### config.mk
export PLATFORM = sky130hd
export DESIGN_NAME = pi_holdover_filter
export DESIGN_NICKNAME = d
export VERILOG_FILES = /design/src/rtl/pi_loop_pkg.sv /design/src/rtl/pi_err_decode.sv /design/src/rtl/pi_updown_cnt.sv /design/src/rtl/pi_out_clamp.sv /design/src/rtl/pi_holdover_filter.sv
export SDC_FILE = /design/constraint.sdc
export NUM_CORES = 1
export LEC_CHECK = 0
export CORE_ASPECT_RATIO = 0.8
export CORE_UTILIZATION = 53
export CTS_BUF_LIST = sky130_fd_sc_hd__clkbuf_2
export DETAILED_ROUTE_END_ITERATION = 12
export DONT_BUFFER_PORTS = 1
export PLACE_DENSITY = 0.71
export REMOVE_ABC_BUFFERS = 1
export SYNTH_ARGS = -nofsm -noshare
export SYNTH_HDL_FRONTEND = slang
export SYNTH_HIERARCHICAL = 1
export SYNTH_SLANG_ARGS = --single-unit
### constraint.sdc
create_clock -name clk -period 4.5 [get_ports clk]
set_input_delay 0.9 -clock clk [delete_from_list [all_inputs] [get_ports clk]]
set_output_delay 0.9 -clock clk [all_outputs]
set_load 0.01 [all_outputs]
### src/rtl/pi_loop_pkg.sv
package pi_loop_pkg;

    typedef enum logic [1:0] {
        STEP_NONE = 2'd0,
        STEP_UP   = 2'd1,
        STEP_DOWN = 2'd2
    } step_e;

    function automatic int max3(input int a, input int b, input int c);
        int m;
        m = (a > b) ? a : b;
        return (m > c) ? m : c;
    endfunction

endpackage

### src/rtl/pi_err_decode.sv
module pi_err_decode
    import pi_loop_pkg::*;
#(
    parameter int ERR_W    = 10,
    parameter int KP_SHIFT = 1,
    parameter int SUM_W    = 16
) (
    input  logic        [ERR_W-1:0] err_i,
    output step_e                   step_o,
    output logic signed [SUM_W-1:0] prop_o
);
    localparam int EXT_W = SUM_W - ERR_W;

    logic signed [SUM_W-1:0] err_ext;

    always_comb begin
        err_ext = {{EXT_W{err_i[ERR_W-1]}}, err_i};
        prop_o  = err_ext <<< KP_SHIFT;
        if (err_i == '0) begin
            step_o = STEP_NONE;
        end else if (err_i[ERR_W-1]) begin
            step_o = STEP_DOWN;
        end else begin
            step_o = STEP_UP;
        end
    end

endmodule

### src/rtl/pi_updown_cnt.sv
module pi_updown_cnt
    import pi_loop_pkg::*;
#(
    parameter int INT_W = 10
) (
    input  logic                    clk,
    input  logic                    rst_n,
    input  logic                    en_i,
    input  step_e                   step_i,
    output logic signed [INT_W-1:0] cnt_o,
    output logic signed [INT_W-1:0] cnt_next_o
);
    localparam logic signed [INT_W-1:0] CNT_MAX = {1'b0, {(INT_W-1){1'b1}}};
    localparam logic signed [INT_W-1:0] CNT_MIN = {1'b1, {(INT_W-1){1'b0}}};
    localparam logic signed [INT_W-1:0] ONE     = {{(INT_W-1){1'b0}}, 1'b1};

    typedef struct packed {
        logic signed [INT_W-1:0] cnt;
    } cnt_state_t;

    cnt_state_t state_d, state_q;

    always_comb begin
        state_d = state_q;
        if (en_i) begin
            unique case (step_i)
                STEP_UP: begin
                    if (state_q.cnt != CNT_MAX) state_d.cnt = state_q.cnt + ONE;
                end
                STEP_DOWN: begin
                    if (state_q.cnt != CNT_MIN) state_d.cnt = state_q.cnt - ONE;
                end
                default: state_d.cnt = state_q.cnt;
            endcase
        end
    end

    always_ff @(posedge clk or negedge rst_n) begin
        if (!rst_n) begin
            state_q <= '0;
        end else begin
            state_q <= state_d;
        end
    end

    assign cnt_o      = state_q.cnt;
    assign cnt_next_o = state_d.cnt;

endmodule

### src/rtl/pi_out_clamp.sv
module pi_out_clamp #(
    parameter int INT_W    = 10,
    parameter int KI_SHIFT = 2,
    parameter int DAC_W    = 12,
    parameter int SUM_W    = 16
) (
    input  logic signed [SUM_W-1:0] prop_i,
    input  logic signed [INT_W-1:0] integ_i,
    output logic        [DAC_W-1:0] code_o
);
    localparam int EXT_W = SUM_W - INT_W;
    localparam logic signed [SUM_W-1:0] MID_SCALE =
        {{(SUM_W-DAC_W){1'b0}}, 1'b1, {(DAC_W-1){1'b0}}};
    localparam logic signed [SUM_W-1:0] TOP_CODE =
        {{(SUM_W-DAC_W){1'b0}}, {DAC_W{1'b1}}};

    logic signed [SUM_W-1:0] integ_ext;
    logic signed [SUM_W-1:0] integ_term;
    logic signed [SUM_W-1:0] sum;

    always_comb begin
        integ_ext  = {{EXT_W{integ_i[INT_W-1]}}, integ_i};
        integ_term = integ_ext <<< KI_SHIFT;
        sum        = MID_SCALE + prop_i + integ_term;
        if (sum[SUM_W-1]) begin
            code_o = '0;
        end else if (sum > TOP_CODE) begin
            code_o = '1;
        end else begin
            code_o = sum[DAC_W-1:0];
        end
    end

endmodule

### src/rtl/pi_holdover_filter.sv
module pi_holdover_filter
    import pi_loop_pkg::*;
#(
    parameter int ERR_W    = 10,
    parameter int DAC_W    = 12,
    parameter int INT_W    = 10,
    parameter int KP_SHIFT = 1,
    parameter int KI_SHIFT = 2
) (
    input  logic             clk,
    input  logic             rst_n,
    input  logic             sample_valid,
    input  logic [ERR_W-1:0] phase_err,
    input  logic             hold_req,
    output logic [DAC_W-1:0] dac_code
);
    localparam int SUM_W = max3(ERR_W + KP_SHIFT, INT_W + KI_SHIFT, DAC_W + 1) + 2;
    localparam logic [DAC_W-1:0] MID_CODE = {1'b1, {(DAC_W-1){1'b0}}};

    typedef struct packed {
        logic [DAC_W-1:0] dac;
    } out_state_t;

    out_state_t              state_d, state_q;
    logic                    accept;
    step_e                   step;
    logic signed [SUM_W-1:0] prop_term;
    logic signed [INT_W-1:0] integ_cnt;
    logic signed [INT_W-1:0] integ_next;
    logic        [DAC_W-1:0] clamp_code;

    assign accept = sample_valid & ~hold_req;

    pi_err_decode #(
        .ERR_W    (ERR_W),
        .KP_SHIFT (KP_SHIFT),
        .SUM_W    (SUM_W)
    ) u_decode (
        .err_i  (phase_err),
        .step_o (step),
        .prop_o (prop_term)
    );

    pi_updown_cnt #(
        .INT_W (INT_W)
    ) u_integ (
        .clk        (clk),
        .rst_n      (rst_n),
        .en_i       (accept),
        .step_i     (step),
        .cnt_o      (integ_cnt),
        .cnt_next_o (integ_next)
    );

    pi_out_clamp #(
        .INT_W    (INT_W),
        .KI_SHIFT (KI_SHIFT),
        .DAC_W    (DAC_W),
        .SUM_W    (SUM_W)
    ) u_clamp (
        .prop_i  (prop_term),
        .integ_i (integ_next),
        .code_o  (clamp_code)
    );

    always_comb begin
        state_d = state_q;
        if (accept) begin
            state_d.dac = clamp_code;
        end
    end

    always_ff @(posedge clk or negedge rst_n) begin
        if (!rst_n) begin
            state_q.dac <= MID_CODE;
        end else begin
            state_q <= state_d;
        end
    end

    assign dac_code = state_q.dac;

endmodule

==> flow_summary.yaml <==
run_status:
  status: "complete, no violations"
cells_and_area:
  nNetsFinal: 342
  final_area_um2: 3000
  fin_util: 0.692
  drive_above_1_share: 0.368
  instances_no_fill: 356
  area_growth_pct: 21.4
  final_common_cell: "buf_4"
  nFillCells: 329
  n_antenna_cell: 0
  mostFrequentLayoutCells: "47 x buf_4, 21 x dfrtp_1, 21 x ha_1"
floorplan:
  die_area_um2: 4940
  rows: 21
  coreArea_um2: 4340
  initial_core_util: 0.570
  fp.dieH_um: 63.1
  io_pins: 26
  die_x_um: 78.3
placement:
  place_ws_ns: -0.447
  gp_congestion: 0.904
  dpl.cell_count: 348
  dpl_cell_area_um2: 2720
  port_buffers: 0
  dp_hpwl_mm: 4.38
global_routing:
  grt_pass1_wl_mm: 9.42
  grt_start_max_net_pins: 23
  antenna_found_initial: 0
  track_usage: 0.241
  grt_pass1_vias: 1931
  overflow: 0
route:
  wl_met1_mm: 2.86
  vias_per_cell: 6.21
  drtIter0Drc: 222
  wl_met3_um: 550
  drc: 0
  ant_nets: 0
  drt_pass1_iterations: 6
  wirelength_mm: 6.14
  vias: 2210
  dr_wl_met2_mm: 2.65
  topRoutingLayerUsed: "met4"
  detail_route.wl_per_cell_um: 17.2
yosys:
  avgSynthCellArea_um2: 9.02
  ys_seq_elements: 22
  netlist_instances: 274
  synth_edf_count: 0
  synth.distinct_cells: 65
  yosysWarnings: 6
  syn_area_um2: 2470
  yosysSeqAreaShare: 0.223
  async_flop_share: 1.00
  synth_flop_cell: "dfrtp_1"
timing:
  finalCriticalPeriod_ns: 4.40
  hold_viol: 0
  finalCritPeriodShare: 0.978
  setup_ws_ns: 0.0998
  drv_slew: 0
  max_freq_ghz: 0.227
  skew_ns: 0.0186
  tightest_slew_ns: 0.616
  setup_viol: 0
  slew_headroom: 0.589
worst_setup_path:
  critPathLaunch: "phase_err[6]"
  required_ns: 4.78
  ff2ff_setup_slack_ns: 0.27
  reg2reg_depth: 16
  path_class: "in2reg"
  worstSetupStartpointType: "primary input"
  rr_endpoint: "dac_code[2]"
  end_kind: "register"
  crit_arrival_ns: 4.68
  critical_path.endpoint: "dac_code[10]"
  path_max_fanout: 12
  r2r_start: "u_integ/cnt_o[1]"
clocking:
  cts_tree: "yes"
  cts_buffer_depth: 2
  htreeDepth: 1
  cts_buffers: 3
  insertion_delay_ns: 0.38
  cts_root_buf: "clkbuf_2"
  path_clk_slew_ns: 0.24
  clock-sinks: 22
pwr:
  power_density_nw_per_um2: 580
  p_total_mw: 1.74
  leakagePower_nw: 1.34
  vdd_drop_max_uv: 486
worst_hold_path:
  hold_path.class: "in2async"
job:
  cap_violations: 0
-- what timing repair did --
action                     CTS  global route
pin swaps                    0            15
setup endpoints to repair   12            12
cloned                       0             1
buffers inserted             0             3
gates resized for setup      5            24
hold buffers                 0             0
-- worst max-delay path: stages --
cell	delay, ns
nor4_4	0.26
a31oi_1	0.14
inv_1	0.13
ha_4	0.22
nor2b_2	0.13
nand3_1	0.10
or4_1	0.43
o211ai_1	0.15
ha_1	0.31
ha_4	0.30
and2_4	0.16
buf_4	0.11
nand3b_2	0.10
a21oi_4	0.20
o22a_2	0.20
mux2i_1	0.18
a211o_1	0.18
buf_12	0.16
a21oi_2	0.06
mux2_4	0.25
-- synth_stat cells, drive strengths merged (2+ instances only) --
library cell  number  area, um2
a21o               4       30.0
dfrtp             21        526
nand2             15       56.3
o21ai              6       30.0
nor2b              4       32.5
a221o              2       20.0
nand3b             4       33.8
buf               22        169
xnor2              5       43.8
o22ai              2       12.5
nand2b             6       37.5
a221oi             3       32.5
or3                2       12.5
xor2               5       43.8
or4                2       18.8
ha                27        338
o311ai             2       25.0
nor2               9       33.8
inv               18       67.6
o211ai             5       37.5
nand3             13       70.1
a31oi              6       37.5
nor4               4       31.3
a32oi              2       17.5
a211o              5       43.8
and3               4       25.0
a21oi             23        156
mux2i              5       50.1
clkbuf             9       35.0
nor3               6       35.0
and2               2       15.0
mux2              12        169
nand4              2       12.5
-- registers in the layout (all words and copies together), names as in the netlist --
name	cells
dac_code	12
u_integ/cnt_o	10
-- how the worst min path moves through the flow --
stage	from	to	depth (start not counted)
after floorplan	dac_code[8]	dac_code[8]	1
after global placement	dac_code[9]	dac_code[9]	1
after detailed placement	dac_code[2]	dac_code[2]	1
after CTS	rst_n	dac_code[0]	0
after global routing	rst_n	dac_code[0]	0
final	rst_n	dac_code[0]	0
-- logic make-up after synthesis --
logic type	share of synthesized area
AND/OR/NAND/NOR	0.178
AO/OA/AOI/OAI	0.219
buffers and inverters	0.110
adder cells (fa/ha/maj)	0.145
flip-flops	0.223
multiplexers	0.0886
XOR/XNOR	0.0354
other	0.00152
-- routing by layer --
| metal | GRT usage | vias to the layer above |
|---|---|---|
| met5 | 0 | - |
| met4 | 0.0463 | 0 |
| met3 | 0.0565 | 9 |
| met2 | 0.353 | 102 |
| met1 | 0.356 | 1056 |
| li1 | - | 1043 |
-- layout make-up --
class | instances | area (um2) | area share
timing repair buffer | 52 | 439 | 0.146
tap | 57 | 71.3 | 0.0238
clock inverter | 1 | 30.0 | 0.0100
clock buffer | 3 | 15.0 | 0.00500
inverter | 18 | 67.6 | 0.0225
sequential | 22 | 552 | 0.184
multi-input combinational | 203 | 1830 | 0.608
-- power by group --
| part | switching (mW) | internal [mW] |
|---|---|---|
| combinational | 0.558 | 0.630 |
| sequential | 0.122 | 0.286 |
| clock | 0.0704 | 0.0765 |
-- through the flow --
stage	hold slack, ns	setup TNS, ns
after global routing	0.127	-0.236
final	0.162	0
after floorplan	0.551	-11.74
after detailed placement	0.563	-5.05
after global placement	0.568	-4.61
after CTS	0.177	0
Note: power is estimated with default switching activity, not from simulation.
